[src/rtl/i2cfp_pkg.sv]
// Package: shared field positions and configuration type of the FIFO pair.
// Assumes a 16-bit configuration/status word and 6-bit threshold fields.
package i2cfp_pkg;

    localparam int THR_W = 6;

    // Bit positions that software decodes in the configuration word.
    localparam int CFG_RX_DMA   = 15;
    localparam int CFG_RX_FLUSH = 14;
    localparam int CFG_RX_THR   = 8;
    localparam int CFG_TX_DMA   = 7;
    localparam int CFG_TX_FLUSH = 6;
    localparam int CFG_TX_THR   = 0;

    typedef struct packed {
        logic             rx_dma;
        logic [THR_W-1:0] rx_thr_m1;
        logic             tx_dma;
        logic [THR_W-1:0] tx_thr_m1;
    } fifo_cfg_t;

endpackage

[src/rtl/i2cfp_fifo.sv]
// Module: single-clock byte FIFO with a synchronous flush.
// The head byte is shown without a read strobe (show-ahead).
// A push into a full FIFO and a pop from an empty FIFO are ignored.
// A flush wins over both push and pop in the same cycle.
// Assumes DEPTH is a power of two.
module i2cfp_fifo #(
    parameter int DEPTH = 16,
    parameter int AW    = $clog2(DEPTH),
    parameter int LW    = AW + 1
) (
    input  logic          clk,
    input  logic          rst_n,
    input  logic          flush,
    input  logic          push,
    input  logic [7:0]    push_data,
    input  logic          pop,
    output logic [7:0]    head_data,
    output logic [LW-1:0] level,
    output logic          full,
    output logic          empty
);

    logic [7:0]    mem [DEPTH];
    logic [AW-1:0] wr_ptr;
    logic [AW-1:0] rd_ptr;
    logic [LW-1:0] count;
    logic          push_ok;
    logic          pop_ok;

    // Flags and accepted-operation qualifiers.
    always_comb begin
        full      = (count == LW'(DEPTH));
        empty     = (count == '0);
        push_ok   = push & ~full & ~flush;
        pop_ok    = pop & ~empty & ~flush;
        head_data = mem[rd_ptr];
        level     = count;
    end

    // Storage write for accepted pushes.
    always_ff @(posedge clk) begin
        if (push_ok) begin
            mem[wr_ptr] <= push_data;
        end
    end

    // Pointer and occupancy update with flush priority.
    always_ff @(posedge clk) begin
        if (!rst_n) begin
            wr_ptr <= '0;
            rd_ptr <= '0;
            count  <= '0;
        end else if (flush) begin
            wr_ptr <= '0;
            rd_ptr <= '0;
            count  <= '0;
        end else begin
            if (push_ok) wr_ptr <= wr_ptr + AW'(1);
            if (pop_ok)  rd_ptr <= rd_ptr + AW'(1);
            count <= count + LW'(push_ok) - LW'(pop_ok);
        end
    end

    assert_level_bound_R2: assert property (@(posedge clk) disable iff (!rst_n)
        count <= LW'(DEPTH));

    assert_flush_empties_R5: assert property (@(posedge clk) disable iff (!rst_n)
        flush |=> (count == '0));

    assert_full_push_ignored_R12: assert property (@(posedge clk) disable iff (!rst_n)
        (push && full && !pop && !flush) |=> (count == $past(count) && wr_ptr == $past(wr_ptr)));

    assert_empty_pop_ignored_R12: assert property (@(posedge clk) disable iff (!rst_n)
        (pop && empty && !push && !flush) |=> (count == '0 && rd_ptr == $past(rd_ptr)));

endmodule

[src/rtl/i2cfp_req.sv]
// Module: ready/drain request decision for one direction.
// "avail" is the free space (transmit) or the fill level (receive).
// The threshold is field + 1, clamped to DEPTH.
// The drain request replaces the ready request once the remaining count is
// nonzero and below the threshold.
// Assumes CNT_W is at least 7 bits.
module i2cfp_req #(
    parameter int DEPTH = 16,
    parameter int LW    = $clog2(DEPTH) + 1,
    parameter int CNT_W = 16,
    parameter int THR_W = 6
) (
    input  logic             clk,
    input  logic             rst_n,
    input  logic [THR_W-1:0] thr_m1,
    input  logic [CNT_W-1:0] left,
    input  logic [LW-1:0]    avail,
    output logic             ready,
    output logic             drain
);

    logic [CNT_W-1:0] thr_raw;
    logic [CNT_W-1:0] thr;
    logic [CNT_W-1:0] avail_w;

    // Effective threshold and the two request decisions.
    always_comb begin
        thr_raw = CNT_W'(thr_m1) + CNT_W'(1);
        thr     = (thr_raw > CNT_W'(DEPTH)) ? CNT_W'(DEPTH) : thr_raw;
        avail_w = CNT_W'(avail);
        ready   = (left >= thr) && (avail_w >= thr);
        drain   = (left != '0) && (left < thr) && (avail_w >= left);
    end

    assert_ready_drain_exclusive_R9: assert property (@(posedge clk) disable iff (!rst_n)
        !(ready && drain));

    assert_drain_has_room_R11: assert property (@(posedge clk) disable iff (!rst_n)
        drain |-> (avail != '0));

endmodule

[src/rtl/i2c_fifo_pair.sv]
// Module: transmit/receive byte FIFO pair for an I2C byte engine.
// It holds the configuration register, the remaining-count tracking per
// direction and the request outputs, and assembles the status word.
// Assumes DEPTH_CODE is 0..2, so that a fill level fits a 6-bit status field.
module i2c_fifo_pair
    import i2cfp_pkg::*;
#(
    parameter int DEPTH_CODE = 1,
    parameter int CNT_W      = 16
) (
    input  logic             clk,
    input  logic             rst_n,
    input  logic             cfg_wr_en,
    input  logic [15:0]      cfg_wdata,
    output logic [15:0]      cfg_rdata,
    output logic [15:0]      stat_rdata,
    input  logic             cnt_wr_en,
    input  logic [CNT_W-1:0] cnt_wdata,
    input  logic             host_wr_en,
    input  logic [7:0]       host_wdata,
    input  logic             host_rd_en,
    output logic [7:0]       host_rdata,
    input  logic             eng_tx_pop,
    output logic [7:0]       eng_tx_data,
    output logic             eng_tx_valid,
    input  logic             eng_rx_push,
    input  logic [7:0]       eng_rx_data,
    output logic             eng_rx_space,
    output logic             tx_ready_req,
    output logic             tx_drain_req,
    output logic             rx_ready_req,
    output logic             rx_drain_req,
    output logic             tx_dma_req,
    output logic             rx_dma_req
);

    localparam int DEPTH = 8 << DEPTH_CODE;
    localparam int AW    = $clog2(DEPTH);
    localparam int LW    = AW + 1;

    fifo_cfg_t        cfg;
    logic             tx_flush, rx_flush;
    logic [LW-1:0]    tx_level, rx_level;
    logic             tx_full, tx_empty, rx_full, rx_empty;
    logic             tx_wr_acc, rx_rd_acc;
    logic [CNT_W-1:0] tx_left, rx_left;
    logic [LW-1:0]    tx_free;

    // Flush strobes and accepted host accesses.
    always_comb begin
        tx_flush  = cfg_wr_en & cfg_wdata[CFG_TX_FLUSH];
        rx_flush  = cfg_wr_en & cfg_wdata[CFG_RX_FLUSH];
        tx_wr_acc = host_wr_en & ~tx_full & ~tx_flush;
        rx_rd_acc = host_rd_en & ~rx_empty & ~rx_flush;
        tx_free   = LW'(DEPTH) - tx_level;
    end

    // Configuration register; the flush bits are strobes and are not stored.
    always_ff @(posedge clk) begin
        if (!rst_n) begin
            cfg <= '0;
        end else if (cfg_wr_en) begin
            cfg.rx_dma    <= cfg_wdata[CFG_RX_DMA];
            cfg.rx_thr_m1 <= cfg_wdata[CFG_RX_THR +: THR_W];
            cfg.tx_dma    <= cfg_wdata[CFG_TX_DMA];
            cfg.tx_thr_m1 <= cfg_wdata[CFG_TX_THR +: THR_W];
        end
    end

    // Remaining-byte counters: a load wins over a decrement.
    always_ff @(posedge clk) begin
        if (!rst_n) begin
            tx_left <= '0;
            rx_left <= '0;
        end else if (cnt_wr_en) begin
            tx_left <= cnt_wdata;
            rx_left <= cnt_wdata;
        end else begin
            if (tx_wr_acc && tx_left != '0) tx_left <= tx_left - CNT_W'(1);
            if (rx_rd_acc && rx_left != '0) rx_left <= rx_left - CNT_W'(1);
        end
    end

    i2cfp_fifo #(.DEPTH(DEPTH)) u_tx_fifo (
        .clk       (clk),
        .rst_n     (rst_n),
        .flush     (tx_flush),
        .push      (host_wr_en),
        .push_data (host_wdata),
        .pop       (eng_tx_pop),
        .head_data (eng_tx_data),
        .level     (tx_level),
        .full      (tx_full),
        .empty     (tx_empty)
    );

    i2cfp_fifo #(.DEPTH(DEPTH)) u_rx_fifo (
        .clk       (clk),
        .rst_n     (rst_n),
        .flush     (rx_flush),
        .push      (eng_rx_push),
        .push_data (eng_rx_data),
        .pop       (host_rd_en),
        .head_data (host_rdata),
        .level     (rx_level),
        .full      (rx_full),
        .empty     (rx_empty)
    );

    i2cfp_req #(.DEPTH(DEPTH), .CNT_W(CNT_W), .THR_W(THR_W)) u_tx_req (
        .clk    (clk),
        .rst_n  (rst_n),
        .thr_m1 (cfg.tx_thr_m1),
        .left   (tx_left),
        .avail  (tx_free),
        .ready  (tx_ready_req),
        .drain  (tx_drain_req)
    );

    i2cfp_req #(.DEPTH(DEPTH), .CNT_W(CNT_W), .THR_W(THR_W)) u_rx_req (
        .clk    (clk),
        .rst_n  (rst_n),
        .thr_m1 (cfg.rx_thr_m1),
        .left   (rx_left),
        .avail  (rx_level),
        .ready  (rx_ready_req),
        .drain  (rx_drain_req)
    );

    // Edge handshakes, DMA requests and register read-back.
    always_comb begin
        eng_tx_valid = ~tx_empty;
        eng_rx_space = ~rx_full;
        tx_dma_req   = cfg.tx_dma & (tx_ready_req | tx_drain_req);
        rx_dma_req   = cfg.rx_dma & (rx_ready_req | rx_drain_req);
        cfg_rdata    = {cfg.rx_dma, 1'b0, cfg.rx_thr_m1, cfg.tx_dma, 1'b0, cfg.tx_thr_m1};
        stat_rdata   = {2'(DEPTH_CODE), 6'(rx_level), 2'b00, 6'(tx_level)};
    end

    assert_count_load_R7: assert property (@(posedge clk) disable iff (!rst_n)
        cnt_wr_en |=> (tx_left == $past(cnt_wdata) && rx_left == $past(cnt_wdata)));

    assert_tx_left_step_R7: assert property (@(posedge clk) disable iff (!rst_n)
        (host_wr_en && !tx_full && !tx_flush && !cnt_wr_en && tx_left != '0)
        |=> (tx_left == $past(tx_left) - CNT_W'(1)));

    assert_rx_read_empty_R12: assert property (@(posedge clk) disable iff (!rst_n)
        (host_rd_en && rx_empty && !cnt_wr_en) |=> $stable(rx_left));

endmodule

[config.mk]
export PLATFORM = sky130hd
export DESIGN_NAME = i2c_fifo_pair
export DESIGN_NICKNAME = d
export VERILOG_FILES = /design/src/rtl/i2cfp_pkg.sv /design/src/rtl/i2cfp_fifo.sv /design/src/rtl/i2cfp_req.sv /design/src/rtl/i2c_fifo_pair.sv
export SDC_FILE = /design/constraint.sdc
export NUM_CORES = 1
export LEC_CHECK = 0
export ABC_AREA = 0
export BUFFER_PORTS_ARGS = -buffer_cell sky130_fd_sc_hd__buf_4
export CORE_MARGIN = 10
export CORE_UTILIZATION = 55
export DETAILED_ROUTE_END_ITERATION = 10
export GPL_TIMING_DRIVEN = 0
export PLACE_DENSITY = 0.74
export SLEW_MARGIN = 20
export SYNTH_ARGS = -nofsm -noshare
export SYNTH_HDL_FRONTEND = slang
export SYNTH_SLANG_ARGS = --single-unit
[constraint.sdc]
create_clock -name clk -period 4.5 [get_ports clk]
set_clock_uncertainty 0.05 [all_clocks]
set_input_delay 1.125 -clock clk [delete_from_list [all_inputs] [get_ports clk]]
set_output_delay 1.125 -clock clk [all_outputs]
set_load 0.02 [all_outputs]
==> out/qor.txt, run 1 <==
Status - completed
Tot Pwr - 8.40 mW
Clock latency on the worst-skew pair - 0.50 ns
Final setup violation count - 0
Critical path data required time - 3.32 ns
Number of distinct library cells after synthesis - 68
Width of the die - 185 um
Slew Limit Headroom - 47.6%
Hold Buf Count CTS - 0
Routed length on met2 - 15,300 um
Multi-input logic area - 5400 um^2
Leakage Power - 6.05 nW
Height of the die - 185 um
Clock tree root buffer cell - sky130_fd_sc_hd__clkbuf_16
Count of final max-slew check failures - 0
Library cell with the highest instance count after synthesis - sky130_fd_sc_hd__edfxtp_1
Met3 wirelength from detailed routing - 1860 um
Longest Clk Path Bufs - 3
Die ar. - 34,300 um^2
Launch instance of the worst register-to-register path - u_tx_fifo.level[0]$_SDFF_PP0_
Transition time of the tightest slew-check pin - 0.786 ns
Antenna Violating Nets Remaining - 0
HPWL reported at the end of detailed placement - 21,900 um
Final cycle utilization of the critical path - 96.0%
Count of port buffers added during placement - 100
Ports placed on the boundary - 112
Synth Flop Type - sky130_fd_sc_hd__edfxtp_1
Category of the most critical setup path - reg2out
Top layer in use - met4
Data arrival, critical path - 3.15 ns
Fraction of synthesized cell area taken by the top area cell type - 51.2%
Post-synthesis sequential element count - 336
Largest net degree at the start of global routing - 17
Initial Utilization - 55.8%
Clock net sink count - 336
Number of buffers created by CTS - 35
Final hold violation count - 0
DRC viols - 0
Area Growth Syn to Fin - 15.6%
Antenna Diode Count - 0
Top area cells in the synthesized netlist - sky130_fd_sc_hd__edfxtp_1 (51%), sky130_fd_sc_hd__mux4_2 (12%), sky130_fd_sc_hd__dfxtp_1 (11%), sky130_fd_sc_hd__ha_1 (5.5%), sky130_fd_sc_hd__xnor2_1 (1.7%)
Beginning of the worst hold path - u_rx_fifo.rd_ptr[3]$_SDFFE_PP0P_
Most numerous cell types in the synthesized netlist - sky130_fd_sc_hd__edfxtp_1 (256), sky130_fd_sc_hd__dfxtp_1 (80), sky130_fd_sc_hd__mux4_2 (80)
Sum of negative setup slack - 0 ns
Maximum fanout along the worst path - 5
Number of flops mapped to enable cells by yosys - 256
Critical path startpoint category - register
GRT Overall Usage - 18.8%
Clock tree from TritonCTS - yes
Vias - 8,692
DRT Wirelength - 31,800 um
Fin crit period - 4.32 ns
Initial antenna violation count - 0
DRT Pass-1 Iters - 7
Via count of the first global-routing pass - 8,974
RePlAce Congestion - 0.822
Area taken by flip-flops and latches - 9300 um^2
Worst R2R Setup Slack - 1.03 ns
Wire length the detailed router placed on met1 - 14,100 um
Setup crit start - cfg_rdata[1]$_SDFFE_PN0P_
Cell count after synthesis - 986
Fraction of final layout cells with drive strength greater than 1 - 24.0%
Layout Nets - 1,256
Post-CTS setup buffers - 0
Max-cap viol count - 0
Final instance area - 17,300 um^2
Sequential share of the synthesized area - 61.9%
Maximum VDD drop - 0.306 mV
Warning count from the yosys run - 0
Setup repair after global routing missed its margin - false
Dominant cell type by area after synthesis - sky130_fd_sc_hd__edfxtp_1
Average wire per standard cell - 21.2 um
DRC violation total after the first TritonRoute iteration - 597
Capturing element type of the critical path - primary output
Kind of path behind the tightest hold check - reg2reg
Vias per Instance - 5.81
Highest attainable clock frequency - 231 MHz
Number of rows created at floorplan - 60
Share of synthesized flip-flops with an asynchronous set or reset - 0%
Filler instances - 1,966
Average cell area after synthesis - 15.2 um^2
H-tree depth - 2
Number of cells on the worst hold path - 2
GRT overflow - 0
Global-route wire length before repair - 50,000 um
Post-DP Area - 16,200 um^2
Placeable core area - 26,900 um^2
Clock-pin slew on the worst setup and hold paths - 0.06 ns
Power density cells - 484 nW/um^2
Post-synth design cell area - 15,000 um^2
Path depth of the worst reg2reg path - 16
-- flip-flops by register name, indices dropped and copies added, names as in the netlist, named ones only --
signal            flops
u_rx_fifo.level       5
u_tx_fifo.level       5
u_tx_fifo.rd_ptr      4
u_rx_fifo.wr_ptr      4
u_tx_fifo.wr_ptr      4
u_tx_fifo.mem       128
cfg_rdata            14
u_rx_fifo.mem       128
tx_left              16
rx_left              16
u_rx_fifo.rd_ptr      4
-- critical path: stages (launching register included) --
cell and delay, ns:
sky130_fd_sc_hd__dfxtp_2 0.35, sky130_fd_sc_hd__nand3_1 0.18, sky130_fd_sc_hd__mux2_2 0.36, sky130_fd_sc_hd__o22ai_1 0.15
sky130_fd_sc_hd__and3_1 0.19, sky130_fd_sc_hd__o21ai_2 0.07, sky130_fd_sc_hd__ha_1 0.29, sky130_fd_sc_hd__nor2b_1 0.13
sky130_fd_sc_hd__o211ai_1 0.15, sky130_fd_sc_hd__a21oi_1 0.11, sky130_fd_sc_hd__o31a_1 0.32, sky130_fd_sc_hd__o21a_1 0.19
sky130_fd_sc_hd__buf_4 0.15
-- cells in the final DEF, fill, tap and decap left out, types with 7 or more instances in the layout --
master / n
sky130_fd_sc_hd__xnor2_1: 29
sky130_fd_sc_hd__buf_2: 8
sky130_fd_sc_hd__xor2_1: 18
sky130_fd_sc_hd__a21oi_1: 43
sky130_fd_sc_hd__nand4_1: 12
sky130_fd_sc_hd__clkinv_1: 7
sky130_fd_sc_hd__o21ai_0: 21
sky130_fd_sc_hd__ha_1: 65
sky130_fd_sc_hd__mux2i_1: 16
sky130_fd_sc_hd__nand2_1: 27
sky130_fd_sc_hd__nor2b_1: 21
sky130_fd_sc_hd__nor2_1: 53
sky130_fd_sc_hd__a31oi_1: 7
sky130_fd_sc_hd__nand2b_1: 7
sky130_fd_sc_hd__conb_1: 12
sky130_fd_sc_hd__and2_1: 32
sky130_fd_sc_hd__inv_1: 35
sky130_fd_sc_hd__a211oi_1: 7
sky130_fd_sc_hd__mux4_2: 80
sky130_fd_sc_hd__clkbuf_1: 27
sky130_fd_sc_hd__clkbuf_16: 35
sky130_fd_sc_hd__nand3_1: 21
sky130_fd_sc_hd__dfxtp_1: 75
sky130_fd_sc_hd__o211ai_1: 8
sky130_fd_sc_hd__buf_4: 110
sky130_fd_sc_hd__edfxtp_1: 256
sky130_fd_sc_hd__and3_1: 8
sky130_fd_sc_hd__nor3_1: 15
-- per-layer routing --
| layer | GRT usage, % | up-vias |
|---|---|---|
| li1 | - | 4089 |
| met1 | 25.7 | 4331 |
| met2 | 30.1 | 231 |
| met3 | 4.11 | 41 |
| met4 | 4.62 | 0 |
| met5 | 0 | - |
-- stage by stage --
| stage | util (%) | worst slack (ns) | std cells | hold WS [ns] |
|---|---|---|---|---|
| 4_1_cts | 64.5 | 0.00983 | 1498 | 0.448 |
| 6_report | 64.5 | 0.180 | 1497 | 0.443 |
| 3_5_place_dp | 60.3 | 0.489 | 1437 | 0.439 |
| 5_1_grt | 64.5 | 0.00944 | 1497 | 0.460 |
| 2_1_floorplan | - | 0.413 | 996 | 0.408 |
| 3_3_place_gp | 60.3 | 0.481 | 1437 | 0.425 |
-- layout make-up --
class	instances	share of cell area, %
clock buffers	40	5.21
plain buffers	46	1.27
clock inverters	21	1.22
well taps	341	2.46
multi-input cells	577	31.2
repair buffers	100	4.33
flip-flops and latches	336	53.6
inverters	36	0.779
-- cell families (layout without fill, tap and decap cells) --
kind of cell / count (synthesis) / count (layout) / synth area share (%)
DFF: 336 / 336 / 61.9
and+or+nand+nor: 246 / 246 / 9.66
other: 2 / 12 / 0.0501
buffers and inverters: 83 / 243 / 2.39
AOI/OAI and AO/OA: 107 / 107 / 4.30
muxes: 97 / 97 / 13.2
xor gates and xnor gates: 47 / 47 / 2.74
adders and majority gates: 68 / 68 / 5.77
-- worst paths after layout --
check / to
setup / recovery: tx_dma_req
hold / removal: u_rx_fifo.rd_ptr[3]$_SDFFE_PP0P_
setup reg to reg: u_tx_fifo.level[4]$_SDFF_PP0_
hold reg to reg: u_rx_fifo.rd_ptr[3]$_SDFFE_PP0P_
-- report_power, final --
part	switching, mW	internal (mW)	leakage (nW)
clock network	1.16	1.63	0.530
registers	0.127	3.46	2.97
logic	1.07	0.955	2.55
-- what timing repair did --
action | in CTS | in global routing
pin swaps | 0 | 0
endpoints found under the setup margin | 1 | 6
gates resized for setup | 1 | 10
No activity file was read; power rests on OpenSTA's default activity.
==> run 2, diff against run 1 <==
--- a/config.mk
+++ b/config.mk
@@ -9,6 +9,7 @@
 export BUFFER_PORTS_ARGS = -buffer_cell sky130_fd_sc_hd__buf_4
 export CORE_MARGIN = 10
 export CORE_UTILIZATION = 55
+export CTS_CLUSTER_SIZE = 14
 export DETAILED_ROUTE_END_ITERATION = 10
 export GPL_TIMING_DRIVEN = 0
 export PLACE_DENSITY = 0.74
==> constraint.sdc (replaced) <==
create_clock -name clk -period 4 [get_ports clk]
set_clock_uncertainty 0.05 [all_clocks]
set_input_delay 1 -clock clk [delete_from_list [all_inputs] [get_ports clk]]
set_output_delay 1 -clock clk [all_outputs]
set_load 0.02 [all_outputs]
==> run 2 against run 1 <==
Compared with the run above:
- the flow now finishes with violations (setup timing)
- wire length grew 0.92%
- die area is the same
- sequential share of layout area shrank 0.69 points
- global-route usage grew 0.23 points
- clock power grew 12%
- hold slack is essentially flat
- critical endpoint unchanged
- largest power group unchanged
==> out/qor.txt, run 2 (same netlist as run 1, synthesis figures left out) <==
Path depth of the worst reg2reg path - 16 (unchanged)
Die ar. - 34,300 um^2 (unchanged)
Clock tree root buffer cell - sky130_fd_sc_hd__clkbuf_16 (unchanged)
Setup ws final - -0.0653 ns (was 0.180 ns)
DRC violation total after the first TritonRoute iteration - 587 (was 597)
Clock latency on the worst-skew pair - 0.50 ns (about the same)
Status - finished with violations (was completed)
Clock-pin slew on the worst setup and hold paths - 0.06 ns (about the same)
RePlAce Congestion - 0.822 (unchanged)
Number of non-filler instances in the completed layout - 1,514 (was 1,497)
Vias per Instance - 5.79 (was 5.81)
Endpoint of the most critical setup path - tx_dma_req (unchanged)
Number of rows created at floorplan - 60 (unchanged)
Launch instance of the worst register-to-register path - u_tx_fifo.level[0]$_SDFF_PP0_ (unchanged)
Transition time of the tightest slew-check pin - 0.777 ns (was 0.786 ns)
Finished Core Util - 65.5% (was 64.5%)
Kind of path behind the tightest hold check - reg2reg (unchanged)
Fin crit period - 4.07 ns
Leading cell type in the layout, fill and taps excluded - sky130_fd_sc_hd__edfxtp_1 (unchanged)
Category of the most critical setup path - reg2out (unchanged)
Worst R2R Setup Slack - 0.52 ns (was 1.03 ns)
Area Growth Syn to Fin - 17.4% (was 15.6%)
HPWL reported at the end of detailed placement - 21,900 um (unchanged)
Slew Limit Headroom - 48.2% (was 47.6%)
Critical path's largest stage delay - 0.39 ns (was 0.36 ns)
Average wire per standard cell - 21.2 um (about the same)
DRC viols - 0 (unchanged)
GRT Overall Usage - 19.0% (was 18.8%)
Final cycle utilization of the critical path - 102%
DRT Pass-1 Iters - 5 (was 7)
Antenna Violating Nets Remaining - 0 (unchanged)
Height of the die - 185 um (unchanged)
Capturing element type of the critical path - primary output (unchanged)
Max-cap viol count - 0 (unchanged)
Count of final max-slew check failures - 0 (unchanged)
Clock tree from TritonCTS - yes (unchanged)
Power density cells - 540 nW/um^2 (was 484 nW/um^2)
CP max-delay cell - sky130_fd_sc_hd__dfxtp_4 (was sky130_fd_sc_hd__mux2_2)
Global-route wire length before repair - 50,600 um (was 50,000 um)
Setup repair after global routing missed its margin - true (was false)
Maximum VDD drop - 0.372 mV (was 0.306 mV)
Highest attainable clock frequency - 246 MHz
Vias - 8,771 (was 8,692)
Tot Pwr - 9.51 mW (was 8.40 mW)
Count of port buffers added during placement - 100 (unchanged)
Top flop regs - u_rx_fifo.mem (128), u_tx_fifo.mem (128) (unchanged)
DP Cell Count - 1,437 (unchanged)
Layout Nets - 1,273 (was 1,256)
CP bufs+invs - 2 (was 1)
Leakage Power - 6.15 nW (was 6.05 nW)
Data arrival, critical path - 3.02 ns (was 3.15 ns)
Number of cells on the critical path - 12 (unchanged)
Sum of negative setup slack - -0.0671 ns (was 0 ns)
Final hold violation count - 0 (unchanged)
Final setup violation count - 2 (was 0)
H-tree depth - 2 (unchanged)
Number of buffers created by CTS - 35 (unchanged)
Width of the die - 185 um (unchanged)
Cell-by-cell trace of the critical path - ha_4 -> nand2_2 -> buf_4 -> xor2_1 -> a31oi_1 -> or2_2 -> ha_1 -> a21oi_1 -> a21oi_2 -> o31a_1 -> o21a_1 -> buf_6 (was nand3_1 -> mux2_2 -> o22ai_1 -> and3_1 -> o21ai_2 -> ha_1 -> nor2b_1 -> o211ai_1 -> a21oi_1 -> o31a_1 -> o21a_1 -> buf_4)
Fraction of final layout cells with drive strength greater than 1 - 26.6% (was 24.0%)
Hold Buf Count CTS - 0 (unchanged)
Final instance area - 17,600 um^2 (was 17,300 um^2)
Largest net degree at the start of global routing - 17 (unchanged)
Critical path startpoint category - register (unchanged)
Longest Clk Path Bufs - 3 (unchanged)
Ports placed on the boundary - 112 (unchanged)
Most frequent cells in the layout - sky130_fd_sc_hd__edfxtp_1 (256), sky130_fd_sc_hd__buf_4 (123), sky130_fd_sc_hd__mux4_2 (80) (was sky130_fd_sc_hd__edfxtp_1 (256), sky130_fd_sc_hd__buf_4 (110), sky130_fd_sc_hd__mux4_2 (80))
Setup crit start - cfg_rdata[0]$_SDFFE_PN0P_ (was cfg_rdata[1]$_SDFFE_PN0P_)
DRT Wirelength - 32,100 um (was 31,800 um)
Critical path's top delay family - compound AO/OA/AOI/OAI gates (unchanged)
Clock net sink count - 336 (unchanged)
Placeable core area - 26,900 um^2 (unchanged)
Failing checks - setup timing
GRT overflow - 0 (unchanged)
Post-DP Area - 16,200 um^2 (unchanged)
Reg2Reg Capture Point - u_tx_fifo.level[4]$_SDFF_PP0_ (unchanged)
Maximum fanout along the worst path - 4 (was 5)
Antenna Diode Count - 0 (unchanged)
Via count of the first global-routing pass - 9,114 (was 8,974)
Initial antenna violation count - 0 (unchanged)
Initial Utilization - 55.8% (unchanged)
Critical path data required time - 2.95 ns (was 3.32 ns)
-- run 2: changes by cell type in the layout (fill, tap and decap cells not counted), sizes merged --
cell | before | now
buf | 123 | 139
clkbuf | 63 | 64
-- run 2: worst min path at each step --
stage	from	endpoint	slack (ns)	cells after the start
after global placement	u_rx_fifo.rd_ptr[3]$_SDFFE_PP0P_	u_rx_fifo.rd_ptr[3]$_SDFFE_PP0P_	0.42	2
after floorplan	u_rx_fifo.rd_ptr[3]$_SDFFE_PP0P_	register	0.41	2
after CTS	u_rx_fifo.rd_ptr[3]$_SDFFE_PP0P_	u_rx_fifo.rd_ptr[3]$_SDFFE_PP0P_	0.45	2
after global routing	u_rx_fifo.rd_ptr[3]$_SDFFE_PP0P_	register	0.46	2
after detailed placement	u_rx_fifo.rd_ptr[3]$_SDFFE_PP0P_	register	0.44	2
final	u_rx_fifo.rd_ptr[3]$_SDFFE_PP0P_	u_rx_fifo.rd_ptr[3]$_SDFFE_PP0P_	0.44	2
-- run 2: worst reg2reg max path, cell delays in order, from the launching register on --
cell and delay [ns]:
sky130_fd_sc_hd__dfxtp_1 0.39, sky130_fd_sc_hd__inv_1 0.13, sky130_fd_sc_hd__ha_1 0.25, sky130_fd_sc_hd__and2_1 0.16, sky130_fd_sc_hd__ha_1 0.18, sky130_fd_sc_hd__nor2b_1 0.30
sky130_fd_sc_hd__and2_1 0.17, sky130_fd_sc_hd__buf_2 0.20, sky130_fd_sc_hd__clkbuf_1 0.40, sky130_fd_sc_hd__ha_1 0.25, sky130_fd_sc_hd__inv_1 0.05, sky130_fd_sc_hd__fa_1 0.40
sky130_fd_sc_hd__nor2_1 0.11, sky130_fd_sc_hd__nor2_1 0.05, sky130_fd_sc_hd__nor2_1 0.10, sky130_fd_sc_hd__or3_1 0.12, sky130_fd_sc_hd__a21oi_1 0.05
-- run 2: cell type report --
type                       instances  area, um^2
timing repair buffer             117         893
clock inverter                    21         211
fill                            1934        9260
sequential                       336        9320
tap                              341         427
inverter                          36         135
buffer                            46         223
multi-input combinational        577        5510
clock buffer                      40         905
-- run 2: per-stage QoR --
| stage | hold slack [ns] | setup WS (ns) |
|---|---|---|
| after floorplan | 0.408 | 0.0380 |
| after global placement | 0.425 | 0.106 |
| after detailed placement | 0.439 | 0.114 |
| after CTS | 0.448 | -0.0421 |
| after global routing | 0.460 | -0.212 |
| final | 0.444 | -0.0653 |
-- run 2: per-layer routing --
layer,GRT usage (%),wire length [um],part of all wire (%),vias up
met2,30.6,15600,49,251
met5,0,0,0,-
met3,4.27,2080,6.5,43
met1,25.7,13800,43,4365
li1,-,-,-,4112
met4,4.62,574,1.8,0
-- run 2: timing repair --
action / in CTS / in global routing
setup endpoints to repair: 6 / 7
pin swaps: 18 / 13
resized for setup: 37 / 9
buffers inserted: 16 / 1
-- run 2: where the power goes --
group | switching [mW] | internal, mW
Combinational | 1.22 | 1.13
Clock | 1.30 | 1.83
Sequential | 0.144 | 3.89
Total | 2.67 | 6.84
